==> config.mk <==
export PLATFORM = sky130hd
export DESIGN_NAME = cmp_evt_unit
export DESIGN_NICKNAME = d
export VERILOG_FILES = /design/src/rtl/cmp_pkg.sv /design/src/rtl/cmp_match_det.sv /design/src/rtl/cmp_pin_ctl.sv /design/src/rtl/cmp_flag_ctl.sv /design/src/rtl/cmp_evt_unit.sv
export SDC_FILE = /design/constraint.sdc
export NUM_CORES = 1
export LEC_CHECK = 0
export BUFFER_PORTS_ARGS = -buffer_cell sky130_fd_sc_hd__clkbuf_2
export CORE_MARGIN = 4
export CORE_UTILIZATION = 50
export CTS_BUF_LIST = sky130_fd_sc_hd__clkbuf_8
export DETAILED_ROUTE_END_ITERATION = 16
export HOLD_SLACK_MARGIN = 0.02
export PLACE_DENSITY = 0.9
export SLEW_MARGIN = 0
export SYNTH_ARGS = -nofsm -noshare
export SYNTH_HDL_FRONTEND = slang
export SYNTH_SLANG_ARGS = --single-unit
==> constraint.sdc <==
create_clock -name clk -period 1.99 [get_ports clk]
set_clock_uncertainty 0.05 [all_clocks]
set_input_delay 0.398 -clock clk [delete_from_list [all_inputs] [get_ports clk]]
set_output_delay 0.398 -clock clk [all_outputs]
set_load 0.05 [all_outputs]
==> src/rtl/cmp_pkg.sv <==
package cmp_pkg;
  localparam int TMR_W  = 16;
  localparam int MODE_W = 4;

  localparam logic [MODE_W-1:0] MD_SET  = 4'b1000;
  localparam logic [MODE_W-1:0] MD_CLR  = 4'b1001;
  localparam logic [MODE_W-1:0] MD_SWI  = 4'b1010;
  localparam logic [MODE_W-1:0] MD_SPEC = 4'b1011;

  // a mode is active when its upper two bits are 2'b10
  function automatic logic mode_active(input logic [MODE_W-1:0] m);
    return m[MODE_W-1:MODE_W-2] == 2'b10;
  endfunction

  // pin value after a match under mode m
  function automatic logic pin_after_match(input logic [MODE_W-1:0] m, input logic cur);
    if (m == MD_SET) return 1'b1;
    if (m == MD_CLR) return 1'b0;
    return cur;
  endfunction

  // pin value after a write of mode m
  function automatic logic pin_after_mode_wr(input logic [MODE_W-1:0] m, input logic cur);
    if (m == MD_SET) return 1'b0;
    if (m == MD_CLR) return 1'b1;
    return cur;
  endfunction
endpackage

==> src/rtl/cmp_match_det.sv <==
module cmp_match_det #(
  parameter int W = 16
) (
  input  logic         clk,
  input  logic         rst_n,
  input  logic [W-1:0] tmr,
  input  logic [W-1:0] cmp,
  output logic         match_evt
);
  logic eq_now, eq_q;

  assign eq_now    = (tmr == cmp);
  assign match_evt = eq_now && !eq_q;

  always_ff @(posedge clk) begin
    if (!rst_n) eq_q <= 1'b0;
    else        eq_q <= eq_now;
  end


  single_event_chk: assert property (@(posedge clk) disable iff (!rst_n)
    match_evt |=> !match_evt);
endmodule

==> src/rtl/cmp_pin_ctl.sv <==
module cmp_pin_ctl
  import cmp_pkg::*;
(
  input  logic              clk,
  input  logic              rst_n,
  input  logic              match_evt,
  input  logic [MODE_W-1:0] mode_cur,
  input  logic              mode_wr,
  input  logic [MODE_W-1:0] mode_new,
  input  logic              oe,
  output logic              pin
);
  logic pin_q, pin_d;

  always_comb begin
    pin_d = pin_q;
    if (mode_wr)
      pin_d = pin_after_mode_wr(mode_new, pin_q);
    else if (match_evt && oe && mode_active(mode_cur))
      pin_d = pin_after_match(mode_cur, pin_q);
  end

  always_ff @(posedge clk) begin
    if (!rst_n) pin_q <= 1'b0;
    else        pin_q <= pin_d;
  end

  assign pin = pin_q;


  oe_hold_chk: assert property (@(posedge clk) disable iff (!rst_n)
    (match_evt && !oe && !mode_wr) |=> $stable(pin));

  init_low_chk: assert property (@(posedge clk) disable iff (!rst_n)
    (mode_wr && mode_new == MD_SET) |=> !pin);

  swi_pin_chk: assert property (@(posedge clk) disable iff (!rst_n)
    (match_evt && mode_cur == MD_SWI && !mode_wr) |=> $stable(pin));
endmodule

==> src/rtl/cmp_flag_ctl.sv <==
module cmp_flag_ctl
  import cmp_pkg::*;
(
  input  logic              clk,
  input  logic              rst_n,
  input  logic              match_evt,
  input  logic [MODE_W-1:0] mode_cur,
  input  logic              adc_en,
  input  logic              flag_clr,
  output logic              flag,
  output logic              tmr_rst,
  output logic              adc_start
);
  logic act, spec_hit;

  assign act      = match_evt && mode_active(mode_cur);
  assign spec_hit = act && (mode_cur == MD_SPEC);

  always_ff @(posedge clk) begin
    if (!rst_n) begin
      flag      <= 1'b0;
      tmr_rst   <= 1'b0;
      adc_start <= 1'b0;
    end else begin
      if (act)           flag <= 1'b1;
      else if (flag_clr) flag <= 1'b0;
      tmr_rst   <= spec_hit;
      adc_start <= spec_hit && adc_en;
    end
  end


  flag_set_chk: assert property (@(posedge clk) disable iff (!rst_n)
    act |=> flag);

  adc_with_rst_chk: assert property (@(posedge clk) disable iff (!rst_n)
    adc_start |-> tmr_rst);

  rst_one_cycle_chk: assert property (@(posedge clk) disable iff (!rst_n)
    tmr_rst |=> !tmr_rst);

  idle_mode_chk: assert property (@(posedge clk) disable iff (!rst_n)
    (!mode_active(mode_cur) && !flag && !flag_clr) |=> !flag && !tmr_rst);
endmodule

==> src/rtl/cmp_evt_unit.sv <==
module cmp_evt_unit
  import cmp_pkg::*;
(
  input  logic              clk,
  input  logic              rst_n,
  input  logic              val_wr,
  input  logic [TMR_W-1:0]  val_data,
  input  logic              mode_wr,
  input  logic [MODE_W-1:0] mode_data,
  input  logic [TMR_W-1:0]  tmr_val,
  input  logic              adc_en,
  input  logic              pin_oe,
  input  logic              flag_clr,
  output logic              cmp_pin,
  output logic              irq_flag,
  output logic              tmr_rst,
  output logic              adc_start
);
  logic [TMR_W-1:0]  cmp_q;
  logic [MODE_W-1:0] mode_q;
  logic              match_evt;

  always_ff @(posedge clk) begin
    if (!rst_n) begin
      cmp_q  <= '0;
      mode_q <= '0;
    end else begin
      if (val_wr)  cmp_q  <= val_data;
      if (mode_wr) mode_q <= mode_data;
    end
  end

  cmp_match_det #(.W(TMR_W)) u_match (
    .clk(clk), .rst_n(rst_n), .tmr(tmr_val), .cmp(cmp_q), .match_evt(match_evt)
  );

  cmp_pin_ctl u_pin (
    .clk(clk), .rst_n(rst_n), .match_evt(match_evt), .mode_cur(mode_q),
    .mode_wr(mode_wr), .mode_new(mode_data), .oe(pin_oe), .pin(cmp_pin)
  );

  cmp_flag_ctl u_flag (
    .clk(clk), .rst_n(rst_n), .match_evt(match_evt), .mode_cur(mode_q),
    .adc_en(adc_en), .flag_clr(flag_clr), .flag(irq_flag),
    .tmr_rst(tmr_rst), .adc_start(adc_start)
  );


  reset_quiet_chk: assert property (@(posedge clk)
    !rst_n |=> !cmp_pin && !irq_flag && !tmr_rst && !adc_start);
endmodule

---- Word level (Yosys, flattened, before mapping) ----
Cells that the tools add are included.
storage, ports and cells
  output and inout bits ................... 4
  bits in latches ......................... 0
  input port bits ......................... 43
  memory bits (read-only) ................. 0
  memories ................................ 0
  register bits after elaboration ......... 25
  logic and storage cells ................. 50
  memory bits (writable) .................. 0
cells by class
  $lt $le $gt $ge ......................... 0
  shifts and indexed selects .............. 0
  bitwise gates (word level) .............. 0
  $mul .................................... 0
  equal/unequal tests ..................... 8
  reductions and logical operators ........ 11
  muxes and demuxes ....................... 24
  divide/modulo/power cells ............... 0
  add/sub/neg operators ................... 0
operator list
  kind                                                    number
  2-to-1 mux 1 bit                                        24
  == test 4 bit (second input constant)                   5
  == test 16 bit                                          1
  logical AND 1 bit                                       6
  nonzero test 2 bit                                      2
  inequality test 3 x 1 -> 1 bit (second input constant)  1
  AND reduction 3 bit                                     1
  nonzero test 3 bit                                      1
  == test 2 bit (second input constant)                   1
  zero test 1 bit                                         1

---- Logic depth before layout (Yosys ltp) ----
Gate-level depths: netlist of the first run.
  depth after elaboration ................. 13
  gate-level depth with buffers ........... 6
  depth with buffers taken out ............ 5

---- By module ----
From an unflattened synthesis of the first run, not the netlist that was laid out.
unflattened totals
  cell total of the unflattened synthesis .. 108
  area total of the unflattened synthesis .. 1,167.4 µm²
by module, submodules not included
  module         area an instance (µm²)  cells an instance  times used  seq. area each (µm²)
  cmp_evt_unit   769.5                   65                 1           400.4
  cmp_match_det  202.7                   25                 1           20.0
  cmp_flag_ctl   116.4                   10                 1           60.1
  cmp_pin_ctl    78.8                    8                  1           20.0

---- Least setup slack after synthesis of the first run ----
Ideal clock, no wire load.
  path kind ............................... input-to-reg
  start point ............................. input tmr_val[14]
  end point ............................... register u_pin.pin_q, in the netlist u_pin.pin
  data required time ...................... 1,819 ps
  buffers on the path ..................... 0
  cell stages on the path ................. 5
  arrival time ............................ 1,181 ps
  setup time .............................. 121 ps
  path slack .............................. 637 ps
  path through ............................ xnor2_1 > nand4_1 > nor4_2 > a21oi_1 > mux2i_1
on the way
  cells in the longest elaborated chain, start to end .. 6
RTL lines
  item                            RTL line             text
  from (decl)                     cmp_evt_unit.sv:10   input logic [TMR_W-1:0] tmr_val,
  == test 16 bit                  cmp_match_det.sv:12  assign eq_now = (tmr == cmp);
  logical AND 1 bit               cmp_match_det.sv:13  assign match_evt = eq_now && !eq_q;
  logical AND 1 bit (2 in a row)  cmp_pin_ctl.sv:19    else if (match_evt && oe && mode_active(mode_cur))
  nonzero test 2 bit (no line)    --
  AND reduction 3 bit (no line)   --
  to (signal assigned)            cmp_pin_ctl.sv:25    else pin_q <= pin_d;
  to (decl)                       cmp_pin_ctl.sv:13    logic pin_q, pin_d;
No other way between the ends.
A chain may end at the register's enable or synchronous reset.

---- Worst setup path in the final report of the first run ----
  start point ............................. register cmp_q[3]
  end point ............................... register u_flag.adc_start
on the way
  cells in the longest elaborated chain, start to end .. 5
RTL lines
  item                    RTL line             text
  from (decl)             cmp_evt_unit.sv:19   logic [TMR_W-1:0] cmp_q;
  from (signal assigned)  cmp_evt_unit.sv:28   if (val_wr) cmp_q <= val_data;
  == test 16 bit          cmp_match_det.sv:12
  logical AND 1 bit       cmp_match_det.sv:13
  logical AND 1 bit       cmp_flag_ctl.sv:16   assign act = match_evt && mode_active(mode_cur);
  logical AND 1 bit       cmp_flag_ctl.sv:17   assign spec_hit = act && (mode_cur == MD_SPEC);
  logical AND 1 bit       cmp_flag_ctl.sv:28   adc_start <= spec_hit && adc_en;
  to (signal assigned)    cmp_flag_ctl.sv:28
  to (decl)               cmp_flag_ctl.sv:12   output logic adc_start
No other way between the ends.

==> metrics.md, run 1 <==
| Metric | Value |
|---|---|
| Post-CTS sizing | `0` |
| #FFs+latches synth | `25` |
| Clk Latency, worst-skew pair | `0.26 ns` |
| Critical path launch point type | `flip-flop` |
| Hold Path Class | `input port to flip-flop` |
| Synth async-reset ratio | `0%` |
| Number of synthesized flops with an enable pin | `0` |
| WS Path Type | `flip-flop to flip-flop` |
| Worst r2r src | `cmp_q[3]$_SDFFE_PN0P_` |
| Post-synth net total | `154` |
| Fraction of layout cells with a size suffix above 1 | `33.3%` |
| MaxCap Viol Count | `0` |
| Synth Instances | `111` |
| DR vias | `891` |
| Slew @ Worst Pin | `0.522 ns` |
| Hold Path Origin | `adc_en` |
| Max IR drop VDD | `603 µV` |
| Area delta synth->final | `25.6%` |
| Unrepaired setup endpoints after global routing | `false` |
| Pwr Total | `0.000989 W` |
| GRT Overall Usage | `15.2%` |
| CP arrival | `1.57 ns` |
| Fin. Hold Viols | `0` |
| CTS Hold Buffers Added | `0` |
| Leak Pwr | `0.643 nW` |
| Initial Utilization | `52.0%` |
| Outcome | `finished clean` |
| Clock sinks | `25` |
| Cell area after synthesis | `1140 µm²` |
| Top FF cell, synth | `dfxtp_1` |
| Largest net degree at the start of global routing | `26` |
| Post-detailed-route count of antenna-violating nets | `0` |
| Setup Fix Bufs, Post-CTS | `0` |
| Root Buffer | `clkbuf_8` |
| Min cycle time layout | `1.43 ns` |
| Hold depth | `3` |
| Synth Area per Inst | `10.3 µm²` |
| Final #Nets | `200` |
| Endpoint type of the worst setup path | `flip-flop` |
| Die width | `55.7 µm` |
| CTS clk-pin slew, worst paths | `0.09 ns` |
| Number of global-route vias before repair | `961` |
| Max_slew headroom | `65.2%` |
| Period utilization | `71.8%` |
| Total CTS buffers | `3` |
| Core area | `2190 µm²` |
| DRT Pass-1 Iters | `4` |
| PD cells | `691 nW/µm²` |
| Yosys cell types | `21` |
| Slew Viols, Final | `0` |
| Top-area cell type share of the netlist area | `43.9%` |
| H-tree depth | `1` |
| DR vias/cell | `4.84` |
| Top post-synthesis cells by area | `dfxtp_1, mux2i_1, xnor2_1, nor2b_1, nand4_1` |
| Rows | `17` |
| Fillers | `173` |
| GPL Wtd Cong | `0.836` |
| CTS tree | `done` |
| Hpwl dp | `1.84 mm` |
| Clock Path Buffers | `2` |
| FF-to-FF End | `u_flag.adc_start$_SDFF_PN0_` |
| Die Y | `55.7 µm` |
| WHS Endpoint | `u_flag.adc_start$_SDFF_PN0_` |
| Top-count cell post-synth | `dfxtp_1` |
| Yosys Warn Count | `0` |
| Die area | `3110 µm²` |
| Worst R2R Setup Slack | `0.56 ns` |
| Diodes inserted | `0` |
| First-pass GRT wire length | `3.82 mm` |
| Worst endpoint required time | `2.13 ns` |
| Final wirelength | `2.25 mm` |
| Post-route DRC violation count | `0` |
| F_max | `700 MHz` |
| Worst R2R Path Depth | `5` |
| # port buffers | `46` |
| Most common library cells after synthesis | `dfxtp_1, mux2i_1, nor2b_1, xnor2_1` |
| Initial DRC count | `2` |
| Area leader, netlist | `dfxtp_1` |
| Fin Setup TNS | `0 ns` |
| Final setup viols | `0` |
| Largest fanout on the critical path | `3` |
| Antenna violations before repair | `0` |
| Routed len/inst | `12.2 µm` |
| Sequential area share after synthesis | `43.9%` |
| IO Pins | `47` |
| GRT Residual Overflow | `0` |
-- per-stage QoR --
step                hold WS (ns)  cells  util [%]  area (µm²)  setup WS [ns]
floorplan                  0.403    111         -        1140          0.637
global placement           0.408    180      63.1        1380          0.446
detailed placement         0.416    180      63.1        1380          0.378
CTS                        0.286    184      65.3        1430          0.530
global route               0.299    184      65.3        1430          0.380
finish                     0.284    184      65.3        1430          0.561
-- area by class of cell --
type | count | area (µm²) | area share, %
clock inverter | 1 | 7.51 | 0.524
multi-input combinational | 80 | 613 | 42.8
clock buffer | 3 | 41.3 | 2.88
timing repair buffer | 46 | 230 | 16.1
inverter | 1 | 3.75 | 0.262
tap | 28 | 35.0 | 2.45
sequential | 25 | 500 | 35.0
-- state kept, by name, indices dropped and copies added (netlist names) --
name,cells
u_flag.adc_start,1
cmp_q,16
u_pin.pin,1
u_flag.flag,1
u_match.eq_q,1
mode_q,4
u_flag.tmr_rst,1
-- cell usage in the layout, fill, tap and decap left out --
master      synthesis  final
clkbuf_2            0     46
dfxtp_1            25     25
mux2i_1            21     21
nor2b_1            20     20
xnor2_1            16     16
nand4_1             4      4
nand2_1             4      4
nand2b_1            3      3
clkbuf_8            0      3
nor2_1              2      2
nor4_2              1      1
a21boi_0            1      1
nor3b_1             1      1
nor4bb_1            1      1
o21ai_0             1      1
nor4_1              1      1
a21oi_1             1      1
inv_1               1      1
nand3_1             1      1
nor3_1              1      1
and2_2              1      1
clkinvlp_4          0      1
-- worst max path at each step --
stage	start	endpoint	slack, ns	cells after the start
after detailed placement	tmr_val[10]	u_flag.adc_start$_SDFF_PN0_	0.38	6
after floorplan	tmr_val[14]	u_pin.pin$_SDFFE_PN0P_	0.64	5
after global placement	tmr_val[3]	u_flag.adc_start$_SDFF_PN0_	0.45	6
final	cmp_q[3]$_SDFFE_PN0P_	u_flag.adc_start$_SDFF_PN0_	0.56	5
after global routing	cmp_q[7]$_SDFFE_PN0P_	u_flag.adc_start$_SDFF_PN0_	0.38	5
after CTS	cmp_q[3]$_SDFFE_PN0P_	u_flag.adc_start$_SDFF_PN0_	0.53	5
-- power breakdown --
part / switching (W) / leakage, nW / internal (W)
Combinational: 0.0000618 / 0.416 / 0.0000871
Clock: 0.000158 / 0.0217 / 0.000141
Sequential: 0.0000167 / 0.205 / 0.000525
-- routing by layer --
metal	GRT usage [%]	share of wire, %	up-vias
met5	0	0	-
met2	28.4	53	28
li1	-	-	462
met1	15.8	38	397
met4	6.94	1.6	0
met3	3.48	7.0	4
-- worst max-delay path, cell delays in order (launching register included) --
cell     delay, ns
dfxtp_1       0.33
xnor2_1       0.16
nand4_1       0.13
nor4_2        0.38
nand2_1       0.14
nor3_1        0.18
-- kinds of logic after synthesis --
family | share of synthesized area, %
simple gates | 21.5
flops | 43.9
mux | 18.4
xor+xnor | 12.3
buf+inv | 2.30
compound gates | 1.54
(Power assumes the default switching activity.)
==> run 2, diff against run 1 <==
- CORE_UTILIZATION: 50 -> 44
- PLACE_DENSITY: 0.9 -> 0.84
- clock period: 1.99 -> 1.3 ns (I/O delays scaled with it)
==> run 2 against run 1 <==
The flow now finishes with violations (setup timing). Sequential share of layout area shrank 1.8 points. Flip-flop and latch count is the same. Core utilization shrank 3.3 points. Combinational power grew 73%. Clock power grew 51%. Final area grew 7.3%. Final cell count grew 2.2%. Worst setup slack lost 0.68 ns. Worst hold slack lost 0.12 ns. Clock-buffer cell count is the same. Largest power group unchanged. Highest routed layer unchanged.
==> metrics.md, run 2 (synthesis gave the netlist of run 1 again) <==
| Metric | Value |
|---|---|
| Fillers | `224 (+29%)` |
| Pint | `0.00117 W (+56%)` |
| Seq pwr share | `54.1% (-0.6 points)` |
| Psw | `0.000369 W (+56%)` |
| Post-Place Cells | `184 (+2.2%)` |
| Routed len/inst | `12.7 µm (+4.2%)` |
| CP arrival | `1.53 ns (-0.04 ns)` |
| Clk Latency, worst-skew pair | `0.26 ns (about the same)` |
| GRT Overall Usage | `14.9% (-0.29 points)` |
| Final Instance Area | `1540 µm² (+7.3%)` |
| Largest fanout on the critical path | `3 (unchanged)` |
| Root Buffer | `clkbuf_8` |
| MaxCap Viol Count | `0 (unchanged)` |
| Endpoint type of the worst setup path | `flip-flop` |
| Final setup viols | `5 (+5)` |
| Unrepaired setup endpoints after global routing | `true` |
| DR vias/cell | `4.95 (+2.2%)` |
| Final WS setup | `-0.120 ns (-0.681 ns)` |
| Initial Utilization | `46.0% (-6.0 points)` |
| Clock Path Buffers | `2 (unchanged)` |
| Hold slack | `0.161 ns (-0.123 ns)` |
| DRT Pass-1 Iters | `4 (unchanged)` |
| Core area | `2480 µm² (+13%)` |
| CTS clk-pin slew, worst paths | `0.08 ns (about the same)` |
| Leak Pwr | `0.707 nW (+10%)` |
| Largest register FFs | `16 (unchanged)` |
| Slew @ Worst Pin | `0.452 ns (-0.0695 ns)` |
| Period utilization | `109% (+37 points)` |
| Area delta synth->final | `34.8%` |
| Number of global-route vias before repair | `964 (+0.31%)` |
| Die Y | `58.9 µm (+5.7%)` |
| Clock sinks | `25 (unchanged)` |
| Most common cell after layout, fill and taps aside | `clkbuf_2` |
| Critical path launch point type | `flip-flop` |
| WS Path Type | `flip-flop to flip-flop` |
| Clk pwr share | `29.2% (-1.0 points)` |
| Total CTS buffers | `3 (unchanged)` |
| GPL Wtd Cong | `0.872 (+4.3%)` |
| Hpwl dp | `1.77 mm (-3.4%)` |
| Largest net degree at the start of global routing | `26 (unchanged)` |
| Final wirelength | `2.40 mm (+6.4%)` |
| DR vias | `930 (+4.4%)` |
| Fin util | `62.0% (-3.3 points)` |
| Worst endpoint required time | `1.41 ns (-0.72 ns)` |
| First-pass GRT wire length | `3.93 mm (+3.1%)` |
| Fin. Hold Viols | `0 (unchanged)` |
| Non-Filler Instances | `188 (+2.2%)` |
| Min cycle time layout | `1.42 ns (-0.00933 ns)` |
| Most frequent cells in the layout | `clkbuf_2, mux2i_1, nor2b_1` |
| Sw Ratio | `23.9% (+0.058 points)` |
| Diodes inserted | `0 (unchanged)` |
| Comb pwr share | `16.7% (+1.7 points)` |
| Critical Path Slowest Stage Cell | `nor4_4` |
| F_max | `704 MHz (+0.66%)` |
| Antenna violations before repair | `0 (unchanged)` |
| Slew Viols, Final | `0 (unchanged)` |
| Outcome | `finished, violations left` |
| Rows | `18 (+1)` |
| Post-detailed-route count of antenna-violating nets | `0 (unchanged)` |
| CTS tree | `done` |
| IO Pins | `47 (unchanged)` |
| Crit-path leading delay family | `simple AND/OR/NAND/NOR gates` |
| Fraction of layout cells with a size suffix above 1 | `44.9% (+12 points)` |
| Regs by FF count | `cmp_q: 16 flops, mode_q: 4 flops` |
| Die width | `58.9 µm (+5.7%)` |
| Max IR drop VDD | `708 µV (+17%)` |
| PD cells | `1000 nW/µm² (+45%)` |
| Post-route DRC violation count | `0 (unchanged)` |
| Critical path cell sequence | `xnor2_2 -> nand4_1 -> nor4_4 -> a21oi_2 -> mux2i_1` |
| Failing checks | `setup timing` |
| H-tree depth | `1 (unchanged)` |
| Setup Fix Bufs, Post-CTS | `0 (unchanged)` |
| GRT Residual Overflow | `0 (unchanged)` |
| Largest Register | `cmp_q` |
| CTS Hold Buffers Added | `0 (unchanged)` |
| Crit path largest cell delay | `0.37 ns (about the same)` |
| Final #Nets | `202 (+1.0%)` |
| Critical path buffer and inverter count | `0 (unchanged)` |
| Die area | `3470 µm² (+12%)` |
| Initial DRC count | `10 (+8)` |
| Max_slew headroom | `69.4% (+4.2 points)` |
| # port buffers | `46 (unchanged)` |
| Hold Path Class | `input port to flip-flop` |
| Placed cell area | `1410 µm² (+2.2%)` |
-- run 2: cell types whose count changed in the layout (fill, tap and decap cells not counted), sizes merged --
cell,change
buf,+2
clkinv,+1
clkinvlp,-1
-- run 2: tightest hold or removal path, stage by stage --
cell	delay [ns]
clkbuf_2	0.08
inv_1	0.06
nor3_2	0.04
-- run 2: path summary, 6_finish.rpt --
check / from / endpoint / slack [ns] / depth (start not counted)
worst max-delay path: cmp_q[13]$_SDFFE_PN0P_ / u_pin.pin$_SDFFE_PN0P_ / -0.12 / 5
worst min-delay path: adc_en / u_flag.adc_start$_SDFF_PN0_ / 0.16 / 3
worst max register to register: cmp_q[13]$_SDFFE_PN0P_ / u_pin.pin$_SDFFE_PN0P_ / -0.12 / 5
worst min register to register: u_pin.pin$_SDFFE_PN0P_ / u_pin.pin$_SDFFE_PN0P_ / 0.43 / 2
-- run 2: power by group through the flow --
stage	sequential (W)	combinational, W	clock, W
floorplan	0.000843	0.000142	0
global placement	0.000843	0.000233	0
detailed placement	0.000846	0.000238	0
CTS	0.000829	0.000245	0.000466
global route	0.000839	0.000284	0.000513
finish	0.000834	0.000258	0.000451
-- run 2: metal layers --
metal	GRT usage (%)	up-vias	part of all wire (%)
li1	-	466	-
met1	16.6	424	39
met2	25.7	29	51
met3	3.29	11	5.3
met4	8.74	0	3.9
met5	0	-	0
-- run 2: repair_timing --
action	CTS	global route
setup endpoints to repair	5	5
gates resized for setup	5	14
pin swaps	8	9
-- run 2: cell type report --
class | instances | area, µm² | area share [%]
inverter | 1 | 3.75 | 0.244
timing repair buffer | 48 | 258 | 16.8
multi-input combinational | 80 | 682 | 44.4
clock buffer | 3 | 41.3 | 2.69
tap | 30 | 37.5 | 2.44
clock inverter | 1 | 5.00 | 0.326
sequential | 25 | 509 | 33.1
-- run 2: per-stage QoR --
| stage | setup slack, ns | TNS (ns) | power [W] |
|---|---|---|---|
| 6_report | -0.120 | -0.414 | 0.00154 |
| 5_1_grt | -0.215 | -0.854 | 0.00164 |
| 4_1_cts | -0.142 | -0.482 | 0.00154 |
| 3_5_place_dp | -0.218 | -0.871 | 0.00108 |
| 3_3_place_gp | -0.166 | -0.644 | 0.00108 |
| 2_1_floorplan | 0.0249 | 0 | 0.000984 |
==> run 3, diff against run 2 <==
- SKIP_CTS_REPAIR_TIMING: not set -> 1
==> run 3 against run 2 <==
The run still ends with setup timing left. Critical path depth unchanged. Register-to-register slack about the same. Sequential share of layout area is 0.64 points higher. Clock-buffer cell count is the same. Final cell count is the same. Core utilization down 1.9 points. Die area unchanged. Critical path type unchanged. Largest cell class unchanged. Highest routed layer unchanged.
==> metrics.md, run 3 (synthesis gave the netlist of run 1 again) <==
| Metric | Value |
|---|---|
| Seq pwr share | `54.6% (+0.5 points)` |
| Final wirelength | `2.32 mm (-3.3%)` |
| WS Path Type | `flip-flop to flip-flop` |
| Total CTS buffers | `3 (unchanged)` |
| CP arrival | `1.53 ns (about the same)` |
| Clock sinks | `25 (unchanged)` |
| Final setup viols | `5 (unchanged)` |
| Largest Register | `cmp_q` |
| Leak Pwr | `0.682 nW (-3.6%)` |
| Initial DRC count | `4 (-6)` |
| Crit-path leading delay family | `simple AND/OR/NAND/NOR gates` |
| GPL Wtd Cong | `0.872 (unchanged)` |
| Routed len/inst | `12.3 µm (-3.3%)` |
| Antenna violations before repair | `0 (unchanged)` |
| Diodes inserted | `0 (unchanged)` |
| Sw Ratio | `23.6% (-0.33 points)` |
| CTS tree | `done` |
| Worst endpoint required time | `1.41 ns (about the same)` |
| Endpoint type of the worst setup path | `flip-flop` |
| Register Area | `503 µm² (-1.2%)` |
| MaxCap Viol Count | `0 (unchanged)` |
| Fillers | `225 (+0.45%)` |
| Slew @ Worst Pin | `0.452 ns (+0.000133 ns)` |
| H-tree depth | `1 (unchanged)` |
| Largest register FFs | `16 (unchanged)` |
| Psw | `0.000359 W (-2.8%)` |
| DR vias/cell | `4.92 (-0.54%)` |
| GRT Residual Overflow | `0 (unchanged)` |
| PD cells | `1020 nW/µm² (+1.7%)` |
| Slew Viols, Final | `0 (unchanged)` |
| Regs by FF count | `cmp_q: 16 flops, mode_q: 4 flops` |
| Hpwl dp | `1.77 mm (unchanged)` |
| DR vias | `925 (-0.54%)` |
| IO Pins | `47 (unchanged)` |
| Max IR drop VDD | `726 µV (+2.6%)` |
| Outcome | `finished, violations left` |
| Critical Path Slowest Stage Cell | `nor4_4` |
| Final #Nets | `202 (unchanged)` |
| Worst R2R Setup Slack | `-0.12 ns (about the same)` |
| Failing checks | `setup timing` |
| Period utilization | `109% (+0.20 points)` |
| Largest fanout on the critical path | `3 (unchanged)` |
| Largest net degree at the start of global routing | `26 (unchanged)` |
| Critical path launch point type | `flip-flop` |
| Rows | `18 (unchanged)` |
| Post-detailed-route count of antenna-violating nets | `0 (unchanged)` |
| GRT Overall Usage | `14.3% (-0.64 points)` |
| Number of global-route vias before repair | `966 (+0.21%)` |
| Clk pwr share | `29.4% (+0.2 points)` |
| Comb pwr share | `16.0% (-0.7 points)` |
| Core area | `2480 µm² (unchanged)` |
| # port buffers | `46 (unchanged)` |
| First-pass GRT wire length | `3.80 mm (-3.4%)` |
| Post-route DRC violation count | `0 (unchanged)` |
| Clock Path Buffers | `2 (unchanged)` |
| Unrepaired setup endpoints after global routing | `true` |
| Most common cell after layout, fill and taps aside | `clkbuf_2` |
| F_max | `703 MHz (-0.18%)` |
| Area occupied by multi-input gates | `641 µm² (-6.1%)` |
| Most frequent cells in the layout | `clkbuf_2, dfxtp_1, mux2i_1` |
| CTS clk-pin slew, worst paths | `0.08 ns (about the same)` |
| Initial Utilization | `46.0% (unchanged)` |
| Root Buffer | `clkbuf_8` |
| Fin. Hold Viols | `0 (unchanged)` |
| Min cycle time layout | `1.42 ns (+0.00262 ns)` |
| Die width | `58.9 µm (unchanged)` |
| Fraction of layout cells with a size suffix above 1 | `38.0% (-7.0 points)` |
| DRT Pass-1 Iters | `3 (-1)` |
| Critical path buffer and inverter count | `0 (unchanged)` |
| Critical path cell sequence | `xnor2_1 -> nand4_1 -> nor4_4 -> a21oi_2 -> mux2i_1` |
| Max_slew headroom | `69.4% (about the same)` |
| Area delta synth->final | `30.6%` |
| Final WS setup | `-0.122 ns (-0.00262 ns)` |
| Hold Path Class | `input port to flip-flop` |
| Pwr Total | `0.00152 W (-1.5%)` |
| Fin Setup TNS | `-0.410 ns (+0.00424 ns)` |
| Clk Latency, worst-skew pair | `0.26 ns (about the same)` |
| Die area | `3470 µm² (unchanged)` |
| Crit path largest cell delay | `0.38 ns (about the same)` |
| Pint | `0.00116 W (-1.0%)` |
| Die Y | `58.9 µm (unchanged)` |
==> run 3: changes by cell type in the layout (fill, tap and decap cells not counted) <==
cell and change:
xnor2_2 -5, a21boi_2 -1, dfxtp_2 -5, dfxtp_1 +5
a21boi_1 +1, xnor2_1 +5
==> run 3: power by group through the flow <==
stage	clock network (W)	logic (W)	registers, W
final	0.000447	0.000243	0.000829
after floorplan	0	0.000142	0.000843
after global routing	0.000513	0.000270	0.000835
after detailed placement	0	0.000238	0.000846
after global placement	0	0.000233	0.000843
after CTS	0.000466	0.000239	0.000828
==> run 3: through the flow <==
step	util [%]	worst slack (ns)	hold WS, ns	instances	cell area (µm²)
global route	60.1	-0.238	0.156	188	1490
detailed placement	57.0	-0.218	0.420	184	1410
floorplan	-	0.0249	0.330	111	1140
finish	60.1	-0.122	0.160	188	1490
CTS	58.9	-0.221	0.138	188	1460
global placement	57.0	-0.166	0.403	184	1410
==> run 3: layer usage <==
layer  routed length, µm  GRT usage (%)  vias up
met3                 124           3.29       11
met5                   0              0        -
met4                  93           8.74        0
met2                1200           25.6       29
li1                    -              -      465
met1                 902           14.8      420
==> run 3: final cells by class <==
type                       instances  share of cell area, %
clock inverter                     1                  0.336
inverter                           1                  0.252
sequential                        25                   33.8
multi-input combinational         80                   43.0
tap                               30                   2.52
clock buffer                       3                   2.77
timing repair buffer              48                   17.3
==> run 3: path summary, 6_finish.rpt <==
| kind | start | end | cells after the start |
|---|---|---|---|
| worst max-delay path | cmp_q[2]$_SDFFE_PN0P_ | u_pin.pin$_SDFFE_PN0P_ | 5 |
| worst min-delay path | adc_en | u_flag.adc_start$_SDFF_PN0_ | 3 |
| worst max register to register | cmp_q[2]$_SDFFE_PN0P_ | u_pin.pin$_SDFFE_PN0P_ | 5 |
| worst min register to register | u_flag.flag$_SDFFE_PN0P_ | u_flag.flag$_SDFFE_PN0P_ | 2 |
==> run 3: worst reg2reg max path, cell delays in order, from the launching register on <==
cell and delay, ns:
dfxtp_1 0.32, xnor2_1 0.16, nand4_1 0.17, nor4_4 0.38, a21oi_2 0.10, mux2i_1 0.13
